**config.mk**
```make
export PLATFORM = sky130hd
export DESIGN_NAME = tif_fetch
export DESIGN_NICKNAME = d
export VERILOG_FILES = /design/src/rtl/tif_pkg.sv /design/src/rtl/tif_addr_gen.sv /design/src/rtl/tif_unpack.sv /design/src/rtl/tif_ctrl.sv /design/src/rtl/tif_fetch.sv
export SDC_FILE = /design/constraint.sdc
export NUM_CORES = 1
export LEC_CHECK = 0
export BUFFER_PORTS_ARGS = -buffer_cell sky130_fd_sc_hd__buf_2
export CORE_ASPECT_RATIO = 2
export CORE_MARGIN = 8
export CORE_UTILIZATION = 45
export CTS_CLUSTER_DIAMETER = 120
export DETAILED_ROUTE_END_ITERATION = 8
export GPL_TIMING_DRIVEN = 0
export PLACE_DENSITY = 0.89
export SYNTH_ARGS = -nofsm -noshare
export SYNTH_HDL_FRONTEND = slang
export SYNTH_SLANG_ARGS = --single-unit
```
**constraint.sdc**
```tcl
create_clock -name clk_i -period 1.9 [get_ports clk_i]
set_clock_uncertainty 0.15 [all_clocks]
set_input_delay 0.19 -clock clk_i [delete_from_list [all_inputs] [get_ports clk_i]]
set_output_delay 0.19 -clock clk_i [all_outputs]
set_load 0.1 [all_outputs]
```
**src/rtl/tif_pkg.sv**
```systemverilog
package tif_pkg;
  typedef enum logic [1:0] {
    ST_IDLE = 2'd0,
    ST_PEND = 2'd1,
    ST_LOAD = 2'd2
  } tif_state_e;

  typedef struct packed {
    logic [7:0] cfg;
    logic [7:0] id;
    logic [7:0] xfer;
  } tif_regs_t;
endpackage

```
**src/rtl/tif_addr_gen.sv**
```systemverilog
module tif_addr_gen #(
  parameter int ADDR_W  = 32,
  parameter int OFF_W   = 24,
  parameter int ALIGN_W = 2
) (
  input  logic [ADDR_W-1:0] base_i,
  input  logic [OFF_W-1:0]  off_i,
  output logic [ADDR_W-1:0] addr_o,
  output logic              misalign_o
);
  localparam int EXT_W = ADDR_W - OFF_W;

  logic [ADDR_W-1:0] off_ext;

  assign off_ext    = {{EXT_W{off_i[OFF_W-1]}}, off_i};
  // plain modulo add: table may straddle any segment boundary
  assign addr_o     = base_i + off_ext;
  assign misalign_o = |addr_o[ALIGN_W-1:0];
endmodule

```
**src/rtl/tif_unpack.sv**
```systemverilog
module tif_unpack
  import tif_pkg::*;
#(
  parameter int DATA_W = 32
) (
  input  logic [DATA_W-1:0] word_i,
  output tif_regs_t         regs_o
);
  localparam int BYTE_W   = 8;
  localparam int LANE_XFR = 0;
  localparam int LANE_ID  = 1;
  localparam int LANE_CFG = 2;
  localparam int LANE_RSV = 3;

  logic unused_rsv;

  assign regs_o.xfer = word_i[LANE_XFR*BYTE_W +: BYTE_W];
  assign regs_o.id   = word_i[LANE_ID*BYTE_W  +: BYTE_W];
  assign regs_o.cfg  = word_i[LANE_CFG*BYTE_W +: BYTE_W];
  assign unused_rsv  = ^word_i[LANE_RSV*BYTE_W +: BYTE_W];
endmodule

```
**src/rtl/tif_ctrl.sv**
```systemverilog
module tif_ctrl
  import tif_pkg::*;
#(
  parameter int ADDR_W = 32,
  parameter int DATA_W = 32
) (
  input  logic              clk_i,
  input  logic              rst_ni,
  input  logic              start_i,
  input  logic              tbl_ind_i,
  input  logic              misalign_i,
  input  logic [ADDR_W-1:0] addr_i,
  output logic              rd_req_o,
  output logic [ADDR_W-1:0] rd_addr_o,
  input  logic              rd_gnt_i,
  input  logic              rd_valid_i,
  input  logic              rd_err_i,
  input  logic [DATA_W-1:0] rd_data_i,
  output logic              load_o,
  output logic [DATA_W-1:0] word_o,
  output logic              done_o,
  output logic              err_o,
  output logic              misalign_o
);
  tif_state_e        state_q;
  logic              granted_q;
  logic [ADDR_W-1:0] addr_q;
  logic [DATA_W-1:0] word_q;
  logic              done_q, err_q, mis_q;
  logic              rsp_take;

  assign rsp_take = (state_q == ST_PEND) && granted_q && rd_valid_i;

  always_ff @(posedge clk_i or negedge rst_ni) begin
    if (!rst_ni) begin
      state_q   <= ST_IDLE;
      granted_q <= 1'b0;
      addr_q    <= '0;
      word_q    <= '0;
      done_q    <= 1'b0;
      err_q     <= 1'b0;
      mis_q     <= 1'b0;
    end else begin
      done_q <= 1'b0;
      err_q  <= 1'b0;
      mis_q  <= 1'b0;
      unique case (state_q)
        ST_IDLE: begin
          if (start_i && tbl_ind_i) begin
            if (misalign_i) begin
              mis_q <= 1'b1;
            end else begin
              addr_q    <= addr_i;
              granted_q <= 1'b0;
              state_q   <= ST_PEND;
            end
          end
        end
        ST_PEND: begin
          if (!granted_q) begin
            if (rd_gnt_i) granted_q <= 1'b1;
          end else if (rd_valid_i) begin
            if (rd_err_i) begin
              err_q   <= 1'b1;
              state_q <= ST_IDLE;
            end else begin
              word_q  <= rd_data_i;
              state_q <= ST_LOAD;
            end
          end
        end
        ST_LOAD: begin
          done_q  <= 1'b1;
          state_q <= ST_IDLE;
        end
        default: state_q <= ST_IDLE;
      endcase
    end
  end

  assign rd_req_o   = (state_q == ST_PEND) && !granted_q;
  assign rd_addr_o  = addr_q;
  assign load_o     = (state_q == ST_LOAD);
  assign word_o     = word_q;
  assign done_o     = done_q;
  assign err_o      = err_q;
  assign misalign_o = mis_q;

  p_req_hold_r5: assert property (@(posedge clk_i) disable iff (!rst_ni)
    rd_req_o && !rd_gnt_i |=> rd_req_o && $stable(rd_addr_o));

  p_req_drop_r5: assert property (@(posedge clk_i) disable iff (!rst_ni)
    rd_req_o && rd_gnt_i |=> !rd_req_o);

  p_aligned_req_r4: assert property (@(posedge clk_i) disable iff (!rst_ni)
    rd_req_o |-> rd_addr_o[1:0] == 2'b00);

  p_done_after_load_r8: assert property (@(posedge clk_i) disable iff (!rst_ni)
    load_o |=> done_o && !load_o);

  p_err_no_load_r9: assert property (@(posedge clk_i) disable iff (!rst_ni)
    rsp_take && rd_err_i |=> err_o && !load_o);

  p_mode_clear_r2: assert property (@(posedge clk_i) disable iff (!rst_ni)
    (state_q == ST_IDLE) && start_i && !tbl_ind_i |=> !rd_req_o && !misalign_o);

  p_one_status_r1: assert property (@(posedge clk_i) disable iff (!rst_ni)
    $onehot0({done_o, err_o, misalign_o, load_o}));
endmodule

```
**src/rtl/tif_fetch.sv**
```systemverilog
module tif_fetch
  import tif_pkg::*;
#(
  parameter int ADDR_W = 32,
  parameter int OFF_W  = 24,
  parameter int DATA_W = 32
) (
  input  logic              clk_i,
  input  logic              rst_ni,
  input  logic              start_i,
  input  logic              tbl_ind_i,
  input  logic [OFF_W-1:0]  offset_i,
  input  logic [ADDR_W-1:0] base_i,
  output logic              rd_req_o,
  output logic [ADDR_W-1:0] rd_addr_o,
  input  logic              rd_gnt_i,
  input  logic              rd_valid_i,
  input  logic              rd_err_i,
  input  logic [DATA_W-1:0] rd_data_i,
  output logic              cfg_we_o,
  output logic [7:0]        cfg_o,
  output logic              id_we_o,
  output logic [7:0]        id_o,
  output logic              xfer_we_o,
  output logic [7:0]        xfer_o,
  output logic              done_o,
  output logic              err_o,
  output logic              misalign_o
);
  logic [ADDR_W-1:0] calc_addr;
  logic              calc_mis;
  logic              load;
  logic [DATA_W-1:0] word;
  tif_regs_t         regs;

  tif_addr_gen #(.ADDR_W(ADDR_W), .OFF_W(OFF_W)) u_addr (
    .base_i    (base_i),
    .off_i     (offset_i),
    .addr_o    (calc_addr),
    .misalign_o(calc_mis)
  );

  tif_ctrl #(.ADDR_W(ADDR_W), .DATA_W(DATA_W)) u_ctrl (
    .clk_i     (clk_i),
    .rst_ni    (rst_ni),
    .start_i   (start_i),
    .tbl_ind_i (tbl_ind_i),
    .misalign_i(calc_mis),
    .addr_i    (calc_addr),
    .rd_req_o  (rd_req_o),
    .rd_addr_o (rd_addr_o),
    .rd_gnt_i  (rd_gnt_i),
    .rd_valid_i(rd_valid_i),
    .rd_err_i  (rd_err_i),
    .rd_data_i (rd_data_i),
    .load_o    (load),
    .word_o    (word),
    .done_o    (done_o),
    .err_o     (err_o),
    .misalign_o(misalign_o)
  );

  tif_unpack #(.DATA_W(DATA_W)) u_unpack (
    .word_i(word),
    .regs_o(regs)
  );

  // one dword fills all three targets in the same cycle
  assign cfg_we_o  = load;
  assign id_we_o   = load;
  assign xfer_we_o = load;
  assign cfg_o     = regs.cfg;
  assign id_o      = regs.id;
  assign xfer_o    = regs.xfer;

  p_addr_sum_r3: assert property (@(posedge clk_i) disable iff (!rst_ni)
    $rose(rd_req_o) |-> rd_addr_o ==
      $past(base_i) + {{(ADDR_W-OFF_W){$past(offset_i[OFF_W-1])}}, $past(offset_i)});

  p_lanes_r6: assert property (@(posedge clk_i) disable iff (!rst_ni)
    $rose(cfg_we_o) |-> {cfg_o, id_o, xfer_o} == $past(rd_data_i[23:0]));
endmodule

```
==> summary.md <==
| Metric | Value |
|---|---|
| Critical path arrival | `2.33 ns` |
| Clock tree buffer depth | `2` |
| DRC | `0` |
| ANT cells | `0` |
| Post-DP HPWL | `10.4 mm` |
| Die Span Y | `151 µm` |
| Seq pwr share | `0.211` |
| Via Count | `4376` |
| Synth top area share | `0.376` |
| Final Power | `10700 µW` |
| Sw Share | `0.597` |
| Top cells by area, synth | `dfrtp_1 38%, ha_1 9.4%, mux2_2 6.8%, nand2_1 4.5%, a21o_1 4.2%` |
| Syn nets | `568` |
| Post-synthesis async set-or-reset flop share | `1.00` |
| Worst setup EP type | `flop` |
| Logic pwr share | `0.642` |
| CTS tree | `built` |
| Core Region | `8950 µm²` |
| CTS sink cnt | `62` |
| Sequential area share after synthesis | `0.376` |
| LEAKAGE | `0.00315 µW` |
| RSZ-0062 raised after global routing | `true` |
| Gate Count Post-Synth | `441` |
| Worst slew pin tran | `0.764 ns` |
| Multi-input logic area | `3010 µm²` |
| Grt ovf | `0` |
| Sw Pwr | `6370 µW` |
| Pin count of the biggest net entering global routing | `63` |
| Die X | `83.7 µm` |
| Commonest non-fill, non-tap cell in the layout | `buf_2` |
| Yosys cell types | `58` |
| Critical path type | `in -> reg` |
| Fin area | `6440 µm²` |
| Num ports | `158` |
| CP Cell Sequence | `buf_6 > ha_4 > a211oi_4 > or3_4 > nand3_2 > a221o_2 > a41o_1 > a211o_4 > a21o_1 > o31a_1` |
| Slowest stage delay, CP | `0.42 ns` |
| Register clock-pin slew on the reported worst setup and hold paths | `0.05 ns` |
| Clock network power share | `0.147` |
| Final hold violations | `0` |
| # nets final | `781` |
| Final worst slack | `-0.382 ns` |
| Mean routed wirelength per cell | `20.1 µm` |
| Min-Delay Path Class | `in -> reg` |
| Yosys Warn Count | `0` |
| First-pass GRT wire length | `23.6 mm` |
| Failing checks | `negative setup slack` |
| Placed Instances | `692` |
| Area after DPL | `5240 µm²` |
| Initial antenna violation count | `0` |
| Final core occ | `0.720` |
| Drt via density | `5.76` |
| WP data required | `1.95 ns` |
| Post-route insts no fill | `760` |
| Total GRT Usage | `0.229` |
| Area grow syn2layout | `56.0%` |
| Most frequent cells in the layout | `141 x buf_2, 62 x dfrtp_1, 46 x nand2_1, 32 x buf_4, 26 x dlygate4sd3_1` |
| Clk Latency, worst-skew pair | `0.31 ns` |
| Ratio of cells with drive above 1 in the final layout | `0.471` |
| Relative slew margins | `0.491` |
| Num CTS Buffers | `9` |
| Synth Flop Type | `dfrtp_1` |
| H-tree level count | `3` |
| Post-synth top area cell | `dfrtp_1` |
| Seq. cell area | `1550 µm²` |
| Die area | `12700 µm²` |
| GPL Wtd Cong | `0.943` |
| Slowest library cell on the worst path | `a221o_2` |
| Worst setup SP type | `input port` |
| Vias in the first global route | `4695` |
| Final wirelength | `15.3 mm` |
| PD cells | `1660 nW/µm²` |
| Internal | `4300 µW` |
| Fmax achieved | `0.438 GHz` |
| # rows | `49` |
| Setup-failing EPs final | `22` |
| Peak supply drop | `0.979 mV` |
| Post-synth EDFFs | `0` |
| Post-synthesis instance area | `4130 µm²` |
| Root buf cell | `clkbuf_16` |
| Cell family with most CP delay | `compound AO/OA/AOI/OAI gates` |
| Port Buffer Count | `149` |
| Max-slew violation count | `0` |
| Final ANT Viol Nets | `0` |
| Starting density of the core | `0.461` |
| Synth Area per Inst | `9.37 µm²` |
| First-pass iteration count of the detailed router | `4` |
| Min Tclk post-route | `2.28 ns` |
| Crit share post-route | `1.20` |
| Number of fillers in the final layout | `628` |
| Starting DRT DRC Count | `171` |
| Status | `complete, but fails checks` |
| Synth Register Bits | `62` |
| Worst path bufs/invs | `1` |
| Total of max-cap violations | `0` |
| Critical path fanouts, max | `5` |
metrics by stage:
stage,setup slack [ns],setup TNS (ns),hold WS [ns]
after global routing,-0.405,-5.99,0.0379
after floorplan,-0.597,-4.64,-0.256
final,-0.382,-5.03,0.0341
after global placement,-0.915,-20.63,0.274
after CTS,-0.321,-3.54,0.0208
after detailed placement,-0.973,-23.68,0.277
sequential cells by signal, indices dropped and copies added (netlist names):
name	cells
u_ctrl.state_q	2
u_ctrl.word_o	24
u_ctrl.granted_q	1
u_ctrl.misalign_o	1
u_ctrl.err_o	1
u_ctrl.rd_addr_o	32
u_ctrl.done_o	1
final timing paths:
check,startpoint,endpoint,slack [ns],cells after the start
max,offset_i[1],u_ctrl.rd_addr_o[31],-0.38,10
min,rd_err_i,u_ctrl.err_o,0.03,2
max reg2reg,u_ctrl.state_q[0],u_ctrl.word_o[9],0.07,4
min reg2reg,u_ctrl.rd_addr_o[29],u_ctrl.rd_addr_o[29],0.33,2
max in group asynchronous,rst_ni,u_ctrl.rd_addr_o[21],0.76,2
min in group asynchronous,rst_ni,u_ctrl.word_o[20],0.34,2
area by class of cell:
cell class,count,area share
plain buffers,19,0.0206
inverters,10,0.00583
well taps,102,0.0198
flip-flops and latches,62,0.241
repair buffers,205,0.201
multi-input cells,347,0.467
clock inverters,4,0.00738
clock buffers,11,0.0377
Yosys cell counts (all sizes together), types with 3 or more instances:
| library cell | instances |
|---|---|
| a211o | 4 |
| a211oi | 4 |
| a21boi | 4 |
| a21o | 24 |
| a21oi | 31 |
| a31oi | 4 |
| and2 | 6 |
| and3 | 8 |
| buf | 7 |
| clkbuf | 15 |
| dfrtp | 62 |
| ha | 31 |
| inv | 10 |
| mux2 | 25 |
| nand2 | 49 |
| nand3 | 7 |
| nand4 | 7 |
| nor2 | 20 |
| nor2b | 6 |
| nor3 | 6 |
| o211ai | 3 |
| o21a | 3 |
| o21ai | 42 |
| o21bai | 6 |
| o31ai | 6 |
| xnor2 | 14 |
| xor2 | 11 |
logic make-up after synthesis:
logic type	share of synthesized area
AND/OR/NAND/NOR	0.140
adder cells (fa/ha/maj)	0.0988
flip-flops	0.376
AO/OA/AOI/OAI	0.231
XOR/XNOR	0.0530
multiplexers	0.0682
buffers and inverters	0.0336
power by group through the flow:
stage	combinational [µW]	sequential, µW	clock [µW]
2_1_floorplan	1240	6240	0
3_3_place_gp	6330	2210	0
3_5_place_dp	6400	2250	0
4_1_cts	6650	2230	1590
5_1_grt	7090	2310	1650
6_report	6840	2250	1570
metal layers:
layer  routed length [µm]  track usage
met5                    0            0
met4                  755        0.102
met3                  794       0.0471
met2                 8420        0.452
met1                 5330        0.218
timing repair:
item                                    CTS  global route
buffers inserted                         25            12
endpoints found under the setup margin   51            53
pin swaps                                38            41
endpoints found under the hold margin    25            62
gates resized for setup                  63            37
hold buffers                             25             1
(Power assumes the default switching activity.)
